<file path="config.mk">
export PLATFORM = sky130hd
export DESIGN_NAME = pwr_mode_ctrl
export DESIGN_NICKNAME = d
export VERILOG_FILES = /design/src/rtl/pwr_mode_pkg.sv /design/src/rtl/pm_sync.sv /design/src/rtl/pm_ctl_reg.sv /design/src/rtl/pm_mode_fsm.sv /design/src/rtl/pwr_mode_ctrl.sv
export SDC_FILE = /design/constraint.sdc
export NUM_CORES = 1
export LEC_CHECK = 0
export BUFFER_PORTS_ARGS = -buffer_cell sky130_fd_sc_hd__buf_2
export CAP_MARGIN = 20
export CORE_MARGIN = 1.5
export CORE_UTILIZATION = 50
export CTS_CLUSTER_DIAMETER = 100
export DETAILED_ROUTE_END_ITERATION = 6
export PLACE_DENSITY = 0.8
export SYNTH_ARGS = -nofsm -noshare
export SYNTH_HDL_FRONTEND = slang
export SYNTH_HIERARCHICAL = 1
export SYNTH_SLANG_ARGS = --single-unit
</file>
<file path="constraint.sdc">
create_clock -name clk -period 3.1 [get_ports clk]
set_input_delay 0.31 -clock clk [delete_from_list [all_inputs] [get_ports clk]]
set_output_delay 0.31 -clock clk [all_outputs]
set_load 0.02 [all_outputs]
</file>
<file path="src/rtl/pwr_mode_pkg.sv">
// Package: shared state encoding and control-register layout for the
// low-power mode controller. Assumes an 8-bit control register.
package pwr_mode_pkg;
    localparam int CTL_W       = 8;
    localparam int PS_W        = 3;
    localparam int PS_LSB      = 0;
    localparam int AUX_BIT     = 3;
    localparam int SEL_BIT     = 4;
    localparam int USED_W      = SEL_BIT + 1;

    typedef enum logic [1:0] {
        MODE_RUN    = 2'd0,
        MODE_IDLE   = 2'd1,
        MODE_SLEEP  = 2'd2,
        MODE_SETTLE = 2'd3
    } pm_state_e;
endpackage

</file>
<file path="src/rtl/pm_sync.sv">
// Module: pm_sync
// Two-flop synchroniser for a vector of asynchronous inputs.
// Assumes each bit is an independent level signal; RST_VAL gives the
// value every stage takes under the synchronous active-low reset.
module pm_sync #(
    parameter int          W       = 2,
    parameter logic [W-1:0] RST_VAL = '0
) (
    input  logic         clk,
    input  logic         rst_n,
    input  logic [W-1:0] d_async,
    output logic [W-1:0] q_sync
);
    genvar i;
    generate
        for (i = 0; i < W; i++) begin : g_bit
            logic s1_q, s2_q;
            // Two-stage capture of one asynchronous bit.
            always_ff @(posedge clk) begin
                if (!rst_n) begin
                    s1_q <= RST_VAL[i];
                    s2_q <= RST_VAL[i];
                end else begin
                    s1_q <= d_async[i];
                    s2_q <= s1_q;
                end
            end
            assign q_sync[i] = s2_q;
        end
    endgenerate
endmodule

</file>
<file path="src/rtl/pm_ctl_reg.sv">
// Module: pm_ctl_reg
// Control register holding the prescaler field, an auxiliary flag and the
// halt-mode select bit. Assumes single-cycle writes; unused bits read 0.
module pm_ctl_reg
    import pwr_mode_pkg::*;
(
    input  logic             clk,
    input  logic             rst_n,
    input  logic             wr_en,
    input  logic [CTL_W-1:0] wr_data,
    output logic [CTL_W-1:0] rd_data,
    output logic [PS_W-1:0]  prescale,
    output logic             mode_sel
);
    logic [USED_W-1:0] fields_q;
    logic              unused_hi;

    // Store only the implemented bits; clear on reset.
    always_ff @(posedge clk) begin
        if (!rst_n)     fields_q <= '0;
        else if (wr_en) fields_q <= wr_data[USED_W-1:0];
    end

    assign unused_hi = ^wr_data[CTL_W-1:USED_W];
    assign rd_data   = {{(CTL_W-USED_W){1'b0}}, fields_q};
    assign prescale  = fields_q[PS_LSB +: PS_W];
    assign mode_sel  = fields_q[SEL_BIT];
endmodule

</file>
<file path="src/rtl/pm_mode_fsm.sv">
// Module: pm_mode_fsm
// Mode sequencer: run, light halt, deep halt, and the settling window
// after a deep halt. Assumes irq_s and wake_s are already synchronised
// and that sleep_op is a one-cycle strobe that arrives only while running.
module pm_mode_fsm
    import pwr_mode_pkg::*;
#(
    parameter int STAB_CYCLES = 16
) (
    input  logic clk,
    input  logic rst_n,
    input  logic sleep_op,
    input  logic mode_sel,
    input  logic irq_s,
    input  logic wake_s,
    input  logic gie,
    output logic cpu_halt,
    output logic osc_en,
    output logic periph_clk_en,
    output logic wake_vector,
    output logic wake_resume
);
    localparam int CW = $clog2(STAB_CYCLES + 1);
    localparam logic [CW-1:0] CNT_LOAD = CW'(STAB_CYCLES - 1);

    pm_state_e     state_q, state_d;
    logic [CW-1:0] cnt_q, cnt_d;
    logic          vec_q, vec_d, res_q, res_d;

    // Next-state, settle-counter and wake-pulse decision.
    always_comb begin
        state_d = state_q;
        cnt_d   = cnt_q;
        vec_d   = 1'b0;
        res_d   = 1'b0;
        unique case (state_q)
            MODE_RUN: begin
                if (sleep_op) begin
                    if (!mode_sel) begin
                        if (irq_s) begin
                            vec_d = gie;
                            res_d = !gie;
                        end else begin
                            state_d = MODE_IDLE;
                        end
                    end else if (wake_s) begin
                        res_d = 1'b1;
                    end else begin
                        state_d = MODE_SLEEP;
                    end
                end
            end
            MODE_IDLE: begin
                if (irq_s) begin
                    state_d = MODE_RUN;
                    vec_d   = gie;
                    res_d   = !gie;
                end
            end
            MODE_SLEEP: begin
                if (wake_s) begin
                    state_d = MODE_SETTLE;
                    cnt_d   = CNT_LOAD;
                end
            end
            MODE_SETTLE: begin
                if (cnt_q == '0) begin
                    state_d = MODE_RUN;
                    res_d   = 1'b1;
                end else begin
                    cnt_d = cnt_q - 1'b1;
                end
            end
            default: state_d = MODE_RUN;
        endcase
    end

    // State, counter and pulse registers with synchronous reset.
    always_ff @(posedge clk) begin
        if (!rst_n) begin
            state_q <= MODE_RUN;
            cnt_q   <= '0;
            vec_q   <= 1'b0;
            res_q   <= 1'b0;
        end else begin
            state_q <= state_d;
            cnt_q   <= cnt_d;
            vec_q   <= vec_d;
            res_q   <= res_d;
        end
    end

    assign cpu_halt      = (state_q != MODE_RUN);
    assign osc_en        = (state_q != MODE_SLEEP);
    assign periph_clk_en = (state_q == MODE_RUN) || (state_q == MODE_IDLE);
    assign wake_vector   = vec_q;
    assign wake_resume   = res_q;
endmodule

</file>
<file path="src/rtl/pwr_mode_ctrl.sv">
// Module: pwr_mode_ctrl (top)
// Low-power operating mode controller: control register, input
// synchronisers and mode sequencer. Assumes clk keeps running as the
// controller's reference while the core oscillator is disabled.
module pwr_mode_ctrl
    import pwr_mode_pkg::*;
#(
    parameter int STAB_CYCLES = 16
) (
    input  logic             clk,
    input  logic             rst_n,
    input  logic             sleep_op,
    input  logic             reg_wr_en,
    input  logic [CTL_W-1:0] reg_wr_data,
    output logic [CTL_W-1:0] reg_rd_data,
    output logic [PS_W-1:0]  prescale_sel,
    input  logic             irq_pending,
    input  logic             gie,
    input  logic             wake_n,
    output logic             cpu_halt,
    output logic             osc_en,
    output logic             periph_clk_en,
    output logic             wake_vector,
    output logic             wake_resume
);
    logic       mode_sel;
    logic [1:0] sync_q;

    pm_ctl_reg u_reg (
        .clk      (clk),
        .rst_n    (rst_n),
        .wr_en    (reg_wr_en),
        .wr_data  (reg_wr_data),
        .rd_data  (reg_rd_data),
        .prescale (prescale_sel),
        .mode_sel (mode_sel)
    );

    // bit 0: interrupt pending, bit 1: wake request (pin inverted).
    pm_sync #(.W(2), .RST_VAL(2'b00)) u_sync (
        .clk     (clk),
        .rst_n   (rst_n),
        .d_async ({~wake_n, irq_pending}),
        .q_sync  (sync_q)
    );

    pm_mode_fsm #(.STAB_CYCLES(STAB_CYCLES)) u_fsm (
        .clk           (clk),
        .rst_n         (rst_n),
        .sleep_op      (sleep_op),
        .mode_sel      (mode_sel),
        .irq_s         (sync_q[0]),
        .wake_s        (sync_q[1]),
        .gie           (gie),
        .cpu_halt      (cpu_halt),
        .osc_en        (osc_en),
        .periph_clk_en (periph_clk_en),
        .wake_vector   (wake_vector),
        .wake_resume   (wake_resume)
    );
endmodule

</file>
======== Word level (Yosys, flattened, before mapping) ========
Index checks and enable logic that the tools add are counted.
storage, ports and cells
  bits of input ports ..................... 15
  logic and storage cells ................. 51
  output and inout port bits .............. 16
  register bits ........................... 18
cells by class
  $add $sub $neg .......................... 1
  multiplexer cells ....................... 21
  bitwise gates (word level) .............. 1
  eq/ne operators ......................... 11
  reductions and logical operators ........ 8
operator list
  cell                                                                    number
  2-bit 2-to-1 mux                                                        7
  5-bit 2-to-1 mux                                                        2
  2-bit != test (second input constant)                                   5
  5-bit case mux with 2 select lines                                      1
  1-bit 2-to-1 mux                                                        8
  2-bit case mux with 4 select lines                                      1
  3-bit != test (second input constant)                                   2
  6-bit AND reduction                                                     1
  5-bit logical NOT                                                       1
  5-bit by 1-bit subtractor with 5-bit output (second input constant)     1
  2-bit equality test (second input constant)                             2
  2-bit nonzero test                                                      2
  1-bit case mux with 3 select lines                                      1
  3-bit AND reduction                                                     1
  2-bit by 1-bit equality test with 1-bit output (second input constant)  1
  2-bit logical NOT                                                       1
  2-bit by 1-bit != test with 1-bit output (second input constant)        1
  1-bit case mux with 2 select lines                                      1
  1-bit logical NOT                                                       1
  1-bit logical OR                                                        1
  1-bit NOT                                                               1

======== Logic depth before layout (Yosys ltp) ========
  depth after elaboration ................. 5
  gate-level depth with buffers ........... 5
  depth with buffers taken out ............ 5

======== By module ========
Netlist, hierarchy kept.
by module, submodules not included
  module         times used  area each (um^2)  cells each  seq. area each (um^2)
  pm_mode_fsm    1           534.3             63          180.2
  pm_ctl_reg     1           249.0             24          100.1
  pm_sync        1           120.1             10          80.1
  pwr_mode_ctrl  1           3.8               1           0.0

======== Worst setup path after synthesis ========
Ideal clock, no wire load.
  path type ............................... reg2reg
  start point ............................. register u_fsm.cnt_q[0]
  end point ............................... register u_fsm.cnt_q[2]
  data required time ...................... 2,981 ps
  buffers on the path ..................... 0
  setup slack ............................. 1,699 ps
  arrival ................................. 1,283 ps
  stages on the path, launching flop included .. 6
  setup time .............................. 119 ps
  period minus slack after synthesis ...... 1,401 ps
  cells stage by stage .................... dfxtp_1 > inv_1 > ha_1 > nor4b_4 > a211oi_1 > o221a_2
on the way
  cells in the longest elaborated chain, start to end .. 3
  elaborated cells on any way between the ends .. 6
  those cells by class .................... add/sub (1); eq/ne (1); mux (2); reduce/logical (2)
RTL lines
  element                                                                           line                                  source
  start, declared                                                                   pm_mode_fsm.sv:27                     logic [CW-1:0] cnt_q, cnt_d;
  start signal, assigned                                                            pm_mode_fsm.sv:87                     cnt_q <= cnt_d;
  5-bit by 1-bit subtractor with 5-bit output or 5-bit logical NOT (tied branches)  pm_mode_fsm.sv:71, pm_mode_fsm.sv:67
  5-bit 2-to-1 mux or 2-bit != test (tied branches)                                 -
  5-bit case mux with 2 select lines or 3-bit AND reduction (tied branches)         -
Parallel ways exist; a longest one is shown, timed or not. The select of a mux whose other input is x is not followed.
A chain may end at the register's enable or synchronous reset.

======== Final worst setup path ========
  start point ............................. register u_fsm.state_q[0]
  end point ............................... output cpu_halt
on the way
  cells in the longest elaborated chain, start to end .. 1
RTL lines
  element                 line                 source
  start, declared         pm_mode_fsm.sv:26    pm_state_e state_q, state_d;
  start signal, assigned  pm_mode_fsm.sv:86    state_q <= state_d;
  2-bit nonzero test      pm_mode_fsm.sv:93    assign cpu_halt = (state_q != MODE_RUN);
  end, declared           pwr_mode_ctrl.sv:20  output logic cpu_halt,
No other way between the ends.

==> results.md <==
- The run finished with clean final reports.
- After synthesis, the largest family of logic cells by area is simple AND/OR/NAND/NOR gates.
- The net count of the finished layout is 132.
- Counting the buffers created by CTS gives 3.
- The xor-xnor portion of the synthesized cell area is 0.966%.
- The post-cts sizing count is 0.
- Dividing the synthesized area by the synthesized cell count gives 9.26 µm².
- In the synthesized netlist, the number of instances is 98.
- The fill cell total of the finished layout is 157.
- The routed layout has 724 vias.
- The share of synthesized cell area in and, or, nand and nor gates is 21.1%.
- The total power is 0.467 mW.
- The number of hold buffers added after cts is 0.
- The fraction of met3 tracks used by global routing is 4.76%.
- In the routed design, unresolved DRC markers number 0.
- Once layout is done, the placed cells without fillers occupy 0.00101 mm².
- The shortest clock period the worst path allows after layout is 1.63 ns.
- The core box area is 0.00171 mm².
- The maximum cell stage delay along the critical path is 0.63 ns.
- Routability-driven placement finished with a final weighted congestion of 0.773.
- In this run the power density over the cells is 462 mW/mm².
- The total inserted antenna cells is 0.
- Leaving out fill and tap cells, the most frequent cell in the layout is sky130_fd_sc_hd__buf_2.
- The distinct cell type count of the synthesized netlist is 30.
- The share of async-settable or async-resettable flops after synthesis is 0%.
- Setup repair after global routing left no endpoint under its margin.
- The startpoint class of the critical path is a flip-flop.
- The combined flip-flop and latch cell area is 360 µm².
- The static leakage power is 0.472 nW.
- The slowest stage of the critical path belongs to the cell sky130_fd_sc_hd__dfxtp_1.
- TritonCTS built the clock tree.
- The cell depth of the worst flop-to-flop path is 5.
- Synthesis inferred 18 register bits.
- The remaining number of nets flagged by the antenna check after routing is 0.
- Among all flip-flop cells after synthesis, the most frequent one is sky130_fd_sc_hd__dfxtp_1.
- The clock skew after layout is 0.00241 ns.
- The adder and majority cell fraction of the synthesized area is 1.38%.
- The level count of the clock H-tree is 1.
- The wire length of the first global-routing pass is 2480 µm.
- The post-synthesis instance area is 907 µm².
- Global routing used 16.9% of the available tracks.
- met2 is the most crowded layer.
- The worst register-to-register path has a setup slack of 1.53 ns.
- The final-layout setup total negative slack is 0 ns.
- The highest net fanout along the worst path is 15.
- In this run the worst setup path terminates at cpu_halt.
- The critical path is of the reg -> out type.
- Counting flops with a built-in enable in the synthesized netlist gives 0.
- The first-pass iteration count of the detailed router is 4.
- The endpoint of the most critical register-to-register path is u_fsm/cnt_q[2].
- Summing the areas of all compound-gate instances in the mapped netlist gives 13.2% of the synthesized area.
- In this run the count of I/O pins placed on the die edge is 31.
- Setup violations remaining at the end of the flow were counted as 0.
- The number of global-route vias before repair is 580.
- The number of max-cap violations is 0.
- The worst path meets setup with 1.47 ns of slack.
- The detailed-route vias per instance is 5.17.
- The clock sink count is 18.
- Detailed placement ended at an HPWL of 1090 µm.
- In this run the vertical extent of the chip is 45.6 µm.
- In this run, the number of DRC markers left after iteration 0 of detailed routing was 10.
- The number of port buffers is 24.
- In the layout the commonest cells are sky130_fd_sc_hd__buf_2, sky130_fd_sc_hd__dfxtp_1, sky130_fd_sc_hd__nand2_1.
- For the worst setup path, the data required time is 2.79 ns.
- The mux cell area share after synthesis is 10.2%.
- The starting utilization of the core area is 53.1%.
- The final count of hold timing violations was 0.
- The number of setup buffers added after CTS is 0.
- The tree is rooted in a sky130_fd_sc_hd__clkbuf_4.
- The worst setup slack after placement is 1.54 ns.
- The final period utilization is 52.5%.
- Global routing consumed, on the met1 layer, 20.4% of the routing resources.
- After clock tree synthesis, the clock-pin slew on the worst setup and hold paths is 0.10 ns.
- The standard-cell row count is 15.
- Data on the critical path arrives at its endpoint at 1.32 ns.
- The die covers 0.00208 mm².
- The floorplan die width is 45.6 µm.
- STA classifies the critical path endpoint as an output pin.
- The number of warning messages in the yosys log is 6.
- The combined area of the multi-input logic cells is 437 µm².
- The fraction of layout cells with a size suffix above 1 is 29.6%.
- The total placed instance area is 975 µm².
- The later pin in the worst-skew pair is clocked with a latency of 0.29 ns.
- Global routing used 27.0% of the available met2 tracks.
- For this run the aggregate overflow at the end of global routing stands at 0.
- The area growth from synthesis to final layout is 11.4%.
- The worst register-to-register path begins at u_fsm/cnt_q[0].
- The buffer levels on the longest clock path is 2.
- The initial antenna violation count was 0.
- The sequential cell area fraction in the yosys report is 39.7%.
- The maximum frequency from static timing analysis is 614 MHz.
- After detailed routing, the average wire length per cell comes to 11.1 µm.
- The signal on the critical path passes through inv_1, nand2_1, buf_2.
- The critical path starts at u_fsm/state_q[0].
- Summed over all layers, the routed wires come to 1550 µm.
- The count of pins over their slew limit is 0.
- The classification of the worst-slack hold path is in -> reg.
- Entering global routing, the biggest net connects 19 pins.
- IR analysis of the VDD net gives a maximum drop of 0.233 mV.
## routing by layer
metal	part of all wire (%)	vias to the layer above
met5	0	-
met4	0.90	0
met3	7.8	2
met2	47	39
met1	44	330
li1	-	353
## through the flow
| step | std cells | hold WS (ns) | util (%) |
|---|---|---|---|
| 2_1_floorplan | 100 | 0.412 | - |
| 3_5_place_dp | 136 | 0.429 | 57.1 |
| 4_1_cts | 140 | 0.201 | 59.2 |
| 5_1_grt | 140 | 0.199 | 59.2 |
| 6_report | 140 | 0.214 | 59.2 |
| 3_3_place_gp | 136 | 0.414 | 57.1 |
## layout make-up
type / count / area share, %
clock buffer: 4 / 3.59
tap: 25 / 3.09
timing repair buffer: 24 / 11.9
sequential: 18 / 35.6
multi-input combinational: 62 / 43.2
inverter: 7 / 2.60
## worst min-delay path by stage
stage,from,end,slack [ns],depth (start not counted)
4_1_cts,irq_pending,u_sync/g_bit[0].s1_q,0.20,2
6_report,irq_pending,u_sync/g_bit[0].s1_q,0.21,2
5_1_grt,irq_pending,u_sync/g_bit[0].s1_q,0.20,2
2_1_floorplan,u_sync/g_bit[0].s1_q,u_sync/g_bit[0].s2_q,0.41,1
3_5_place_dp,u_sync/g_bit[1].s1_q,u_sync/g_bit[1].s2_q,0.43,1
3_3_place_gp,u_sync/g_bit[0].s1_q,u_sync/g_bit[0].s2_q,0.41,1
## synth_stat cells, types with 2 or more instances
library cell / instances / area share [%]
sky130_fd_sc_hd__o221a_2: 3 / 3.7
sky130_fd_sc_hd__nand2_1: 10 / 4.1
sky130_fd_sc_hd__nor2b_1: 6 / 4.1
sky130_fd_sc_hd__nor3_1: 2 / 1.1
sky130_fd_sc_hd__a21oi_1: 7 / 3.9
sky130_fd_sc_hd__and2_1: 5 / 3.4
sky130_fd_sc_hd__o21a_1: 2 / 1.7
sky130_fd_sc_hd__buf_4: 9 / 7.4
sky130_fd_sc_hd__inv_1: 7 / 2.9
sky130_fd_sc_hd__dfxtp_1: 18 / 40
sky130_fd_sc_hd__mux2i_1: 7 / 7.7
sky130_fd_sc_hd__o21ai_0: 4 / 2.2
## where the power goes
group	total [mW]	switching, mW	leakage, nW	internal [mW]
combinational	0.0701	0.0384	0.303	0.0317
clock	0.143	0.0715	0.0210	0.0715
sequential	0.254	0.0129	0.147	0.241
## critical path, delay by kind of cell, from the launching register on
family | cells | cell delay, ns
buffers and inverters | 2 | 0.31
AND/OR/NAND/NOR | 1 | 0.09
flip-flops | 1 | 0.63
## kinds of logic (layout without fill, tap and decap cells)
family,Yosys count,in the layout
adders and majority gates,1,1
other,1,3
xor gates and xnor gates,1,1
AOI/OAI and AO/OA,18,18
muxes,8,8
and+or+nand+nor,31,31
DFF,18,18
buffers and inverters,20,35
## registers in the layout, summed over array words and instances (netlist names)
register,count
u_fsm/cnt_q,5
u_reg/fields_q,5
u_fsm/wake_resume,1
u_sync/g_bit.s1_q,2
u_fsm/wake_vector,1
u_fsm/state_q,2
u_sync/g_bit.s2_q,2
No activity file was read; power rests on OpenSTA's default activity.
